**src/rtl/mdio_phy_regfile.sv**
```systemverilog
module mdio_phy_regfile #(
  parameter int AW = 5,
  parameter int DW = 16
) (
  input  logic          clk,
  input  logic          rst_n,
  input  logic [AW-1:0] reg_sel,
  input  logic          wr_en,
  input  logic [DW-1:0] wr_data,
  input  logic          rd_en,
  output logic [DW-1:0] rd_data,
  input  logic          link_up,
  output logic          full_duplex
);
  localparam int NREG = 1 << AW;
  localparam logic [AW-1:0] R_CTRL = AW'(0);
  localparam logic [AW-1:0] R_STAT = AW'(1);
  localparam logic [AW-1:0] R_ID1  = AW'(2);
  localparam logic [AW-1:0] R_ID2  = AW'(3);
  localparam logic [AW-1:0] R_ADV  = AW'(4);
  localparam logic [AW-1:0] R_LPA  = AW'(5);
  localparam logic [AW-1:0] R_DIAG = AW'(18);
  localparam logic [DW-1:0] STAT_UP = DW'(16'h782C);
  localparam logic [DW-1:0] LPA_FIX = DW'(16'h4001);
  localparam logic [DW-1:0] LPA_MSK = DW'(16'h01E0);

  logic [DW-1:0] regs [NREG];
  logic [DW-1:0] adv;
  logic          spd100;
  logic [DW-1:0] rd_next;

  assign adv         = regs[R_ADV];
  assign spd100      = adv[7] | adv[8];
  assign full_duplex = link_up & (adv[8] | adv[6]);

  always_ff @(posedge clk) begin
    if (!rst_n) begin
      for (int i = 0; i < NREG; i++) regs[i] <= '0;
      regs[R_CTRL] <= DW'(16'h3100);
      regs[R_ID1]  <= DW'(16'h0300);
      regs[R_ID2]  <= DW'(16'hE400);
      regs[R_ADV]  <= DW'(16'h01E1);
    end else if (wr_en) begin
      regs[reg_sel] <= wr_data;
    end
  end

  always_comb begin
    rd_next = regs[reg_sel];
    case (reg_sel)
      R_STAT: rd_next = link_up ? STAT_UP : '0;
      R_LPA:  rd_next = LPA_FIX | (adv & LPA_MSK);
      R_DIAG: begin
        rd_next = '0;
        rd_next[10] = link_up & spd100;
        rd_next[11] = full_duplex;
      end
      default: ;
    endcase
  end

  always_ff @(posedge clk) begin
    if (!rst_n)     rd_data <= '0;
    else if (rd_en) rd_data <= rd_next;
  end
endmodule

```
**config.mk**
```make
export PLATFORM = sky130hd
export DESIGN_NAME = mdio_phy_regfile
export DESIGN_NICKNAME = d
export VERILOG_FILES = /design/src/rtl/mdio_phy_regfile.sv
export SDC_FILE = /design/constraint.sdc
export NUM_CORES = 1
export LEC_CHECK = 0
export ABC_CLOCK_PERIOD_IN_PS = 4750
export CAP_MARGIN = 20
export CORE_MARGIN = 2
export CORE_UTILIZATION = 52
export CTS_BUF_LIST = sky130_fd_sc_hd__clkbuf_8
export DETAILED_ROUTE_END_ITERATION = 16
export PLACE_DENSITY = 0.68
export SLEW_MARGIN = 15
export SYNTH_ARGS = -nofsm -noshare
export SYNTH_HDL_FRONTEND = slang
export SYNTH_SLANG_ARGS = --single-unit
export TNS_END_PERCENT = 10
```
**constraint.sdc**
```tcl
create_clock -name clk -period 4.75 [get_ports clk]
set_clock_uncertainty 0.1 [all_clocks]
set_input_delay 0.95 -clock clk [delete_from_list [all_inputs] [get_ports clk]]
set_output_delay 0.95 -clock clk [all_outputs]
set_load 0.005 [all_outputs]
```
-- After elaboration in Yosys (flattened, before gate mapping)
Memories as Yosys holds them, arrays and structs flattened.
Cells that the tools add are included.
- equal/unequal tests: 3
- multiplexer cells: 13
- bitwise operators: 8
- reductions and logical operators: 1
- operators with widths (operator ; number):
    $mux W16 ; 5
    $pmux W16 S3 ; 1
    $reduce_or A16 Y1 ; 1
    $mux W15 ; 1
    $or A1 B1 Y1 ; 6
    $eq A5 B1 Y1 const B ; 1
    $eq A5 B3 Y1 const B ; 1
    $eq A5 B5 Y1 const B ; 1
    $mux W1 ; 5
    $mux W5 ; 1
    $and A1 B1 Y1 ; 2
- register bits after elaboration: 16
- bits in writable memories: 512
- input bits: 26
- output and inout bits: 17
- word-level logic and storage cells: 27
- memories: 1
- memory list (name ; depth ; bits a word ; rd ports ; clocked after memory_dff ; write ports ; line ; RTL):
    regs ; 32 ; 16 ; 2 ; 0 ; 32 ; 27 ; logic [DW-1:0] regs [NREG];

-- Longest topological paths before layout
- word-level depth: 5
- depth in mapped cells: 9
- mapped depth without buffers: 5

-- Worst setup path before layout
Ideal clock, no wire load.
- path type: input-to-reg
- start point: in reg_sel[2]
- end point: mem regs[5][0], enable pin
- library setup time: 0.411 ns
- arrival time: 3.143 ns
- data required time: 4.239 ns
- path slack: 1.095 ns
- stages on the path: 7
- buffers on the path: 3
- cells stage by stage: clkbuf_1 buf_2 inv_1 buf_2 nor2_1 nand3_1 o21ai_0
- RTL lines (element ; line ; RTL):
    start, declared ; 7 ; input logic [AW-1:0] reg_sel,
    end, declared ; 27 ;

-- Final worst setup path
- start point: in link_up
- end point: out full_duplex
- word-level cells in the longest chain between the ends: 1
- ends and longest elaborated chain (element ; line ; RTL):
    start, declared ; 12 ; input logic link_up,
    $and A1 B1 Y1 ; 34 ; assign full_duplex = link_up & (adv[8] | adv[6]);
    end, declared ; 13 ; output logic full_duplex
No other way between the ends.

==> summary.txt <==
Clock network
  – CTS Buffer Depth: 3
  – Post-CTS resize count: 0
  – Clock tree root buffer cell: clkbuf_8
  – CTS H-Tree Depth: 3
  – Cts hold-fix bufs: 0
  – Clk_lat worst skew: 0.66 ns
  – CTS buffer count: 84
  – Clk sinks: 528
  – CTS tree: done
  – Clk slew on worst S/H paths: 0.06 ns
  – Post-CTS setup buffers: 0

Global route
  – Vias in the first global route: 15100
  – Grt total ovfl: 0
  – First-pass GRT wire length: 104 mm
  – Largest net degree at the start of global routing: 48
  – GRT Overall Usage: 0.310
  – Initial antenna violation count: 5

Min path
  – Hold path depth: 2
  – Hold Path Class: flop to flop

Cells and area
  – # fillers: 3498
  – Ant diodes: 0
  – Most frequent cells in the layout: edfxtp_1, nor2_1, and2_1
  – Layout Nets: 1814
  – Footprint of the multi-input gates: 0.00729 sq mm
  – Area growth from synthesis to layout: 11.8%
  – FF+latch area: 0.0157 sq mm
  – Share of cells above drive strength 1: 0.179
  – Commonest non-fill, non-tap cell in the layout: edfxtp_1
  – Final Util: 0.585

Synth
  – Yosys reg bits: 528
  – Xor/xnor share of the synthesized area: 0
  – Post-synth top area share: 0.650
  – Dominant synthesized flop cell: edfxtp_1
  – Simple-Gate Fraction of Synth Area: 0.140
  – Post-synth ARST share: 0
  – Synth Instances: 1705
  – Syn. warnings: 0
  – Mapped Area: 0.0237 sq mm
  – Compound-gate portion of the synthesized area: 0.0343
  – Synth top area cells: edfxtp_1, mux4_2, nor2_1, and2_1, mux2i_1
  – Yosys top cell by area: edfxtp_1
  – Number of synthesized flops with an enable pin: 512
  – Synth unique cells: 49
  – Mean area per synthesized cell: 13.9 sq um
  – Main combinational cell family by area after synthesis: simple AND/OR/NAND/NOR gates
  – Post-synthesis sequential area ratio: 0.663
  – Syn nets: 1731
  – Multiplexer share of the synthesized area: 0.132
  – Synth Area in Adders: 0

Power and ir drop
  – Leakage power total: 9.40 nW
  – Pwr per Cell Area: 379 mW/mm^2
  – Peak VDD IR: 245 uV

Die
  – Initial Util: 0.524
  – Row count: 78
  – Core footprint: 0.0452 sq mm
  – Die width: 217 um
  – Die height: 217 um
  – Die ar.: 0.0472 sq mm
  – IO Pins: 43

Placement
  – Gpl congestion: 0.975
  – DP Wirelength: 46.9 mm
  – I/O Buffers: 42

Critical path
  – CP Launch Type: input port
  – Critical Path End Type: primary output
  – WS Path Type: input port to primary output
  – Most used cell, CP: clkdlybuf4s50_1
  – Slowest cell on crit path: clkdlybuf4s50_1
  – Required @ worst endpoint: 3.70 ns
  – CP cell instances: clkdlybuf4s50_1 > o21ai_0 > inv_1 > clkdlybuf4s50_1
  – Crit Path Max Fanout: 6
  – Slowest Stage Delay on Critical Path: 0.66 ns
  – CP arrival: 2.54 ns
  – R2R depth: 5

Timing
  – Final period util: 0.756
  – Slew at the pin closest to its max-slew limit: 1.01 ns
  – Final Hold Vio Count: 0
  – Fmax: 0.278 GHz
  – Final Slew Violations: 0
  – Total Neg Setup Slack: 0 ns
  – Final Critical Period: 3.59 ns
  – Relative slew margins: 0.325
  – Final setup viols: 0
  – RSZ-0062 raised after global routing: no

Job
  – # Max-Cap Violations: 0

Drt
  – DRC Markers: 0
  – Detailed Route Iter0 Violations: 2158
  – Post-DR wirelength/cell: 29.4 um
  – Drt pass-1 iters: 6
  – Via/cell ratio: 6.31
  – Vias post-DR: 15500
  – Antenna viol nets, final: 0
  – Final wirelength: 72.1 mm

Run status
  – Status: complete, no violations
final cells by class:
cell class                      instances  share of cell area
Timing Repair Buffer                  143              0.0444
Sequential cell                       528               0.593
Clock buffer                           89              0.0463
Tap cell                              600              0.0284
Inverter                                9             0.00128
Clock inverter                         58              0.0108
Multi-Input combinational cell       1022               0.276
cells in the mapped netlist (12+ instances only):
cell	n
a21oi_1	12
mux2i_1	74
and2_1	150
and3_1	56
buf_2	21
mux2_2	16
clkbuf_1	98
nor2_1	344
mux4_2	98
edfxtp_1	512
a22oi_1	15
buf_4	12
dfxtp_1	16
o21ai_0	17
nand2_1	116
a221oi_1	13
nand3_1	14
a31oi_1	12
critical path, delay by kind of cell:
kind | cells | cell delay [ns]
compound gates | 1 | 0.30
buf+inv | 3 | 1.29
path summary, 6_finish.rpt:
kind         slack [ns]                        from                       end
min reg2reg        0.53    regs[4][7]$_SDFFCE_PN0P_   rd_data[7]$_SDFFE_PN0P_
max reg2reg        2.64  regs[21][15]$_SDFFCE_PN0P_  rd_data[15]$_SDFFE_PN0P_
max                1.16                     link_up               full_duplex
min                0.53    regs[4][7]$_SDFFCE_PN0P_   rd_data[7]$_SDFFE_PN0P_
registers in the layout, indices dropped and copies added (netlist names):
name	cells
regs	512
rd_data	16
power by group:
group | switching [W] | internal, W | total [W] | leakage, nW
clock | 0.00177 | 0.00183 | 0.00360 | 0.867
combinational | 0.000615 | 0.000341 | 0.000956 | 3.52
sequential | 0.000110 | 0.00537 | 0.00548 | 5.01
total | 0.00249 | 0.00754 | 0.0100 | 9.40
per-stage QoR:
step / cell area [sq um] / hold slack, ns / setup WS (ns) / power (W) / instances
2_1_floorplan: 23700 / 0.427 / 1.10 / 0.00605 / 1705
3_3_place_gp: 24900 / 0.498 / 0.751 / 0.00648 / 2300
3_5_place_dp: 24900 / 0.496 / 0.594 / 0.00650 / 2300
4_1_cts: 26400 / 0.511 / 1.19 / 0.0100 / 2447
5_1_grt: 26500 / 0.570 / 0.950 / 0.0103 / 2449
6_report: 26500 / 0.531 / 1.16 / 0.0100 / 2449
per-layer routing:
layer	track usage	up-vias	share of wire
met5	0	-	0.00032
met4	0.126	4	0.042
met1	0.431	7749	0.38
met3	0.0854	199	0.13
met2	0.467	1065	0.45
li1	-	6434	-
cell families after synthesis:
group	Yosys count
buffers and inverters	155
AO/OA/AOI/OAI	114
AND/OR/NAND/NOR	720
multiplexers	188
flip-flops	528
No activity file was read; power rests on OpenSTA's default activity.
